### src/rtl/stk_pkg.sv
`timescale 1ns/1ps
package stk_pkg;

    typedef enum logic [2:0] {
        OP_NOP   = 3'd0,
        OP_ALU   = 3'd1,
        OP_PUSH  = 3'd2,
        OP_POP   = 3'd3,
        OP_LVAR  = 3'd4
    } stk_op_e;

    typedef enum logic [2:0] {
        FN_ADD = 3'd0,
        FN_SUB = 3'd1,
        FN_AND = 3'd2,
        FN_OR  = 3'd3,
        FN_XOR = 3'd4
    } alu_fn_e;

    typedef enum logic [2:0] {
        TSRC_HOLD,
        TSRC_ALU,
        TSRC_PUSH,
        TSRC_NOS,
        TSRC_LVAR
    } top_src_e;

    typedef enum logic [1:0] {
        NSRC_HOLD,
        NSRC_TOP,
        NSRC_MEM
    } nos_src_e;

    typedef enum logic [1:0] {
        SP_KEEP,
        SP_UP,
        SP_DOWN
    } sp_step_e;

    typedef struct packed {
        top_src_e top_src;
        nos_src_e nos_src;
        sp_step_e sp_step;
        logic     spill;
        logic     rd_local;
    } stk_ctl_t;

    function automatic stk_ctl_t stk_decode(input logic [2:0] op);
        stk_ctl_t c;
        c.top_src  = TSRC_HOLD;
        c.nos_src  = NSRC_HOLD;
        c.sp_step  = SP_KEEP;
        c.spill    = 1'b0;
        c.rd_local = 1'b0;
        case (op)
            OP_ALU: begin
                c.top_src = TSRC_ALU;
                c.nos_src = NSRC_MEM;
                c.sp_step = SP_DOWN;
            end
            OP_PUSH: begin
                c.top_src = TSRC_PUSH;
                c.nos_src = NSRC_TOP;
                c.sp_step = SP_UP;
                c.spill   = 1'b1;
            end
            OP_POP: begin
                c.top_src = TSRC_NOS;
                c.nos_src = NSRC_MEM;
                c.sp_step = SP_DOWN;
            end
            OP_LVAR: begin
                c.top_src  = TSRC_LVAR;
                c.nos_src  = NSRC_TOP;
                c.sp_step  = SP_UP;
                c.spill    = 1'b1;
                c.rd_local = 1'b1;
            end
            default: ;
        endcase
        return c;
    endfunction

endpackage

### src/rtl/stk_ram.sv
`timescale 1ns/1ps
module stk_ram #(
    parameter int W     = 32,
    parameter int DEPTH = 16,
    localparam int AW   = $clog2(DEPTH)
) (
    input  logic          clk,
    input  logic          we,
    input  logic [AW-1:0] waddr,
    input  logic [W-1:0]  wdata,
    input  logic [AW-1:0] raddr,
    output logic [W-1:0]  rdata
);
    logic [W-1:0] mem [DEPTH];

    always_ff @(posedge clk) begin
        if (we) begin
            mem[waddr] <= wdata;
        end
    end

    // read path settles within the cycle so the result can land in a register at the same edge
    assign rdata = mem[raddr];
endmodule

### src/rtl/stk_alu.sv
`timescale 1ns/1ps
module stk_alu
    import stk_pkg::*;
#(
    parameter int W = 32
) (
    input  logic [2:0]   fn,
    input  logic [W-1:0] top,
    input  logic [W-1:0] sec,
    output logic [W-1:0] y
);
    always_comb begin
        case (fn)
            FN_SUB:  y = sec - top;
            FN_AND:  y = sec & top;
            FN_OR:   y = sec | top;
            FN_XOR:  y = sec ^ top;
            default: y = sec + top;
        endcase
    end
endmodule

### src/rtl/stk_lvar_sel.sv
`timescale 1ns/1ps
module stk_lvar_sel #(
    parameter int W     = 32,
    parameter int DEPTH = 16,
    localparam int AW   = $clog2(DEPTH)
) (
    input  logic [AW-1:0] addr,
    input  logic [AW-1:0] sp,
    input  logic [W-1:0]  top,
    input  logic [W-1:0]  sec,
    input  logic [W-1:0]  mem_data,
    output logic [W-1:0]  val
);
    logic [AW-1:0] sec_slot;
    logic [AW-1:0] top_slot;

    assign sec_slot = sp + AW'(1);
    assign top_slot = sp + AW'(2);

    always_comb begin
        if (addr == top_slot) begin
            val = top;
        end else if (addr == sec_slot) begin
            val = sec;
        end else begin
            val = mem_data;
        end
    end
endmodule

### src/rtl/stack_core.sv
`timescale 1ns/1ps
module stack_core
    import stk_pkg::*;
#(
    parameter int W     = 32,
    parameter int DEPTH = 16,
    localparam int AW   = $clog2(DEPTH)
) (
    input  logic          clk,
    input  logic          rst,
    input  logic [2:0]    op_i,
    input  logic [2:0]    fn_i,
    input  logic [W-1:0]  push_data_i,
    input  logic [AW-1:0] vp_i,
    input  logic [AW-1:0] var_off_i,
    output logic [W-1:0]  tos_o,
    output logic [W-1:0]  nos_o,
    output logic [AW-1:0] sp_o
);
    stk_ctl_t      ctl;
    logic [W-1:0]  tos_q, nos_q, tos_d, nos_d;
    logic [AW-1:0] sp_q, sp_d, sp_up, sp_dn;
    logic [AW-1:0] lvar_addr, rd_addr;
    logic [W-1:0]  mem_rd, alu_y, lvar_val;

    assign ctl       = stk_decode(op_i);
    assign sp_up     = sp_q + AW'(1);
    assign sp_dn     = sp_q - AW'(1);
    assign lvar_addr = vp_i + var_off_i;
    assign rd_addr   = ctl.rd_local ? lvar_addr : sp_q;

    stk_ram #(.W(W), .DEPTH(DEPTH)) u_ram (
        .clk   (clk),
        .we    (ctl.spill),
        .waddr (sp_up),
        .wdata (nos_q),
        .raddr (rd_addr),
        .rdata (mem_rd)
    );

    stk_alu #(.W(W)) u_alu (
        .fn  (fn_i),
        .top (tos_q),
        .sec (nos_q),
        .y   (alu_y)
    );

    stk_lvar_sel #(.W(W), .DEPTH(DEPTH)) u_lvar (
        .addr     (lvar_addr),
        .sp       (sp_q),
        .top      (tos_q),
        .sec      (nos_q),
        .mem_data (mem_rd),
        .val      (lvar_val)
    );

    always_comb begin
        case (ctl.top_src)
            TSRC_ALU:  tos_d = alu_y;
            TSRC_PUSH: tos_d = push_data_i;
            TSRC_NOS:  tos_d = nos_q;
            TSRC_LVAR: tos_d = lvar_val;
            default:   tos_d = tos_q;
        endcase
        case (ctl.nos_src)
            NSRC_TOP: nos_d = tos_q;
            NSRC_MEM: nos_d = mem_rd;
            default:  nos_d = nos_q;
        endcase
        case (ctl.sp_step)
            SP_UP:   sp_d = sp_up;
            SP_DOWN: sp_d = sp_dn;
            default: sp_d = sp_q;
        endcase
    end

    always_ff @(posedge clk) begin
        if (rst) begin
            tos_q <= '0;
            nos_q <= '0;
            sp_q  <= '1;
        end else begin
            tos_q <= tos_d;
            nos_q <= nos_d;
            sp_q  <= sp_d;
        end
    end

    assign tos_o = tos_q;
    assign nos_o = nos_q;
    assign sp_o  = sp_q;
endmodule

### config.mk
export PLATFORM = sky130hd
export DESIGN_NAME = stack_core
export DESIGN_NICKNAME = d
export VERILOG_FILES = /design/src/rtl/stk_pkg.sv /design/src/rtl/stk_ram.sv /design/src/rtl/stk_alu.sv /design/src/rtl/stk_lvar_sel.sv /design/src/rtl/stack_core.sv
export SDC_FILE = /design/constraint.sdc
export NUM_CORES = 1
export LEC_CHECK = 0
export BUFFER_PORTS_ARGS = -buffer_cell sky130_fd_sc_hd__buf_4
export CELL_PAD_IN_SITES_DETAIL_PLACEMENT = 1
export CELL_PAD_IN_SITES_GLOBAL_PLACEMENT = 2
export CORE_MARGIN = 2
export CORE_UTILIZATION = 45
export DETAILED_ROUTE_END_ITERATION = 8
export GPL_TIMING_DRIVEN = 0
export PLACE_DENSITY = 0.78
export SLEW_MARGIN = 20
export SYNTH_ARGS = -nofsm -noshare
export SYNTH_HDL_FRONTEND = slang
export SYNTH_HIERARCHICAL = 1
export SYNTH_SLANG_ARGS = --single-unit
### constraint.sdc
create_clock -name clk -period 10.05 [get_ports clk]
set_input_delay 1.5075 -clock clk [delete_from_list [all_inputs] [get_ports clk]]
set_output_delay 1.5075 -clock clk [all_outputs]
set_load 0.05 [all_outputs]
==> results_dict.tcl <==
set metrics [dict create \
    status "finished, final reports clean" \
    async_flop_share 0 \
    setup_viol 0 \
    drive_gt1_frac 0.196 \
    drc 0 \
    final-instance-count-excl-fill 3135 \
    die_h_um 254 \
    grt-ovfl-total 0 \
    synth_mux_area_frac 0.126 \
    stdcell_area_sq_mm 0.0323 \
    avgSynthCellArea_sq_um 13.7 \
    place_congestion 0.869 \
    period_minus_slack_ns 5.79 \
    crit_type "in -> reg" \
    initial_utilization 0.455 \
    required_ns 10.53 \
    netlist.area_leader.share 0.546 \
    synth_top_family_by_area "multiplexers" \
    setup_tns_ns 0 \
    io_pins 116 \
    synth_cells 2048 \
    cts_setup_buffers 0 \
    slowest_stage "clkbuf_1" \
    io_buffers 114 \
    drv_cap 0 \
    cts.clk_slew.worst_paths_ns 0.06 \
    netlist_area_sq_mm 0.0282 \
    cts_made_buffers 55 \
    synth_largest_area_cell "edfxtp_1" \
    vias 18800 \
    worstMarginPinSlew_ns 1.16 \
    fin_crit_sh 0.576 \
    rsz0062_at_grt "no" \
    relSlewSlack 0.229 \
    placed_cells 3031 \
    path_cells "buf_4 > or3b_1 > buf_2 > buf_2 > o21ai_0 > clkbuf_1 > buf_2 > mux4_2 > a22oi_1 > nand2_1 > o21ai_0 > a31oi_1 > or3_1 > a32oi_1 > nor3_1" \
    synthAdderAreaFrac 0.0476 \
    synth_area_leaders "edfxtp_1 55%, mux4_2 10%, dfxtp_1 4.8%" \
    grt_pass1_vias 19900 \
    drt_iter0_drc 1448 \
    via_per_inst 6.01 \
    pre_cts_slack_ns 3.74 \
    synth-edff-count 512 \
    ff2ff_setup_slack_ns 4.67 \
    critPathMostFrequentCell "buf_2" \
    die_area_sq_mm 0.0646 \
    cts_tree "yes" \
    cts_hold_buf 0 \
    grt_pass1_wl_mm 129 \
    die_w_um 254 \
    clk_latency_ns 0.62 \
    crit_start "op_i[2]" \
    clock-sinks 580 \
    grt_max_degree 25 \
    cts_root_buffer "clkbuf_16" \
    slowest_delay_ns 0.92 \
    vdd_drop_max_uv 128 \
    min_path_type "reg -> reg" \
    setup_slack_ns 4.26 \
    final-max-slew-violation-count 0 \
    postRouteAntennaNets 0 \
    drt-total-wl_mm 88.2 \
    worstReg2RegStart "tos_o[0]" \
    area_growth_syn_to_layout_pct 14.9 \
    antenna_found_initial 1 \
    row_count 91 \
    synth.distinct_cells 75 \
    end_kind "flip-flop" \
    grt_usage 0.276 \
    synthXorXnorAreaFrac 0.0266 \
    cp_max_fo 10 \
    synthSimpleGateAreaFrac 0.0659 \
    skew_ns 0.0281 \
    dr.pass1.iters 6 \
    crit_end "tos_o[24]" \
    r2r_cells 20 \
    p_per_area_mw_per_mm2 210 \
    synth_warnings 6 \
    coreArea_sq_mm 0.0618 \
    ys.flop_type "edfxtp_1" \
    wire_per_inst_um 28.1 \
    htreeDepth 2 \
    clock_path_buffers 3 \
    fin_total_pwr_mw 6.78 \
    ys_seq_area_frac 0.594 \
    synth.most_common_cell "edfxtp_1" \
    leakage_nw 11.5 \
    final_nets 2405 \
    worstPathArrival_ns 6.26 \
    start_kind "input port" \
    fmax_mhz 173 \
    cts_resized 0 \
    synth_compound_area_frac 0.104 \
    netlist_top_cells_count "512 x edfxtp_1, 183 x nor2_1, 128 x mux4_2, 108 x a21oi_1, 104 x ha_1" \
    r2r-end "tos_o[27]" \
    finalHoldViolCount 0 \
    synth_seq_cells 580 \
    hpwl_mm 65.1 \
    place_area_sq_mm 0.0306 \
    syn_nets 2202 \
]
## flip-flops by register name, indices dropped and copies added (netlist names)
name / flops
u_ram/mem: 512
nos_o: 32
tos_o: 32
sp_o: 4
## report_power, final
| group | internal (mW) | switching (mW) | total [mW] |
|---|---|---|---|
| Combinational | 0.673 | 1.15 | 1.82 |
| Clock | 1.12 | 0.894 | 2.01 |
| Sequential | 2.77 | 0.176 | 2.94 |
| Total | 4.56 | 2.22 | 6.78 |
## layout by cell type (no fill, tap or decap), drive strengths merged, types with 24 or more instances in the layout
cell / count
edfxtp: 512
buf: 219
nor2: 183
clkbuf: 131
mux4: 128
a21oi: 108
ha: 104
o21ai: 95
nand2: 93
inv: 83
a22oi: 70
dfxtp: 68
mux2i: 63
xnor2: 54
nand3: 43
a211oi: 42
a31oi: 42
o22ai: 41
clkinv: 24
## per-layer routing
layer,share of wire,track usage,vias to the layer above
li1,-,-,8323
met1,0.40,0.348,9698
met2,0.51,0.484,646
met3,0.055,0.0411,166
met4,0.038,0.103,0
met5,0,0,-
## worst min path at each step
stage                         start   endpoint  slack, ns  cells after the start
final                     tos_o[25]  tos_o[25]       0.66                      2
after detailed placement  tos_o[25]  tos_o[25]       0.63                      2
after global placement    tos_o[25]  tos_o[25]       0.63                      2
after floorplan           tos_o[29]  tos_o[29]       0.75                      2
after CTS                 tos_o[25]  tos_o[25]       0.64                      2
after global routing      tos_o[24]  tos_o[24]       0.69                      2
## metrics by stage
stage / util / hold slack (ns)
floorplan: - / 0.754
global placement: 0.486 / 0.626
detailed placement: 0.495 / 0.632
CTS: 0.523 / 0.643
global route: 0.523 / 0.685
finish: 0.523 / 0.657
## cell families (layout without fill, tap and decap cells)
logic type / count (synthesis) / after routing
other cells: 0 / 1
compound gates: 465 / 465
simple gates: 407 / 407
flops: 580 / 580
fa+ha+maj: 106 / 106
xor+xnor: 79 / 79
mux: 194 / 194
buf+inv: 217 / 466
## worst max-delay path: cells and delay by family
family                 cells  cell delay (ns)
AOI/OAI and AO/OA          5             1.40
buffers and inverters      5             1.97
muxes                      1             0.36
and+or+nand+nor            4             1.00
## cell type report
type	instances	area [sq um]
Antenna cell	1	2.50
Buffer	135	682
Clock buffer	69	1470
Clock inverter	34	260
Fill cell	6138	29500
Inverter	82	308
Multi-Input combinational cell	1251	10500
Sequential cell	580	16700
Tap cell	837	1050
Timing Repair Buffer	146	1290
Note: power is estimated with default switching activity, not from simulation.
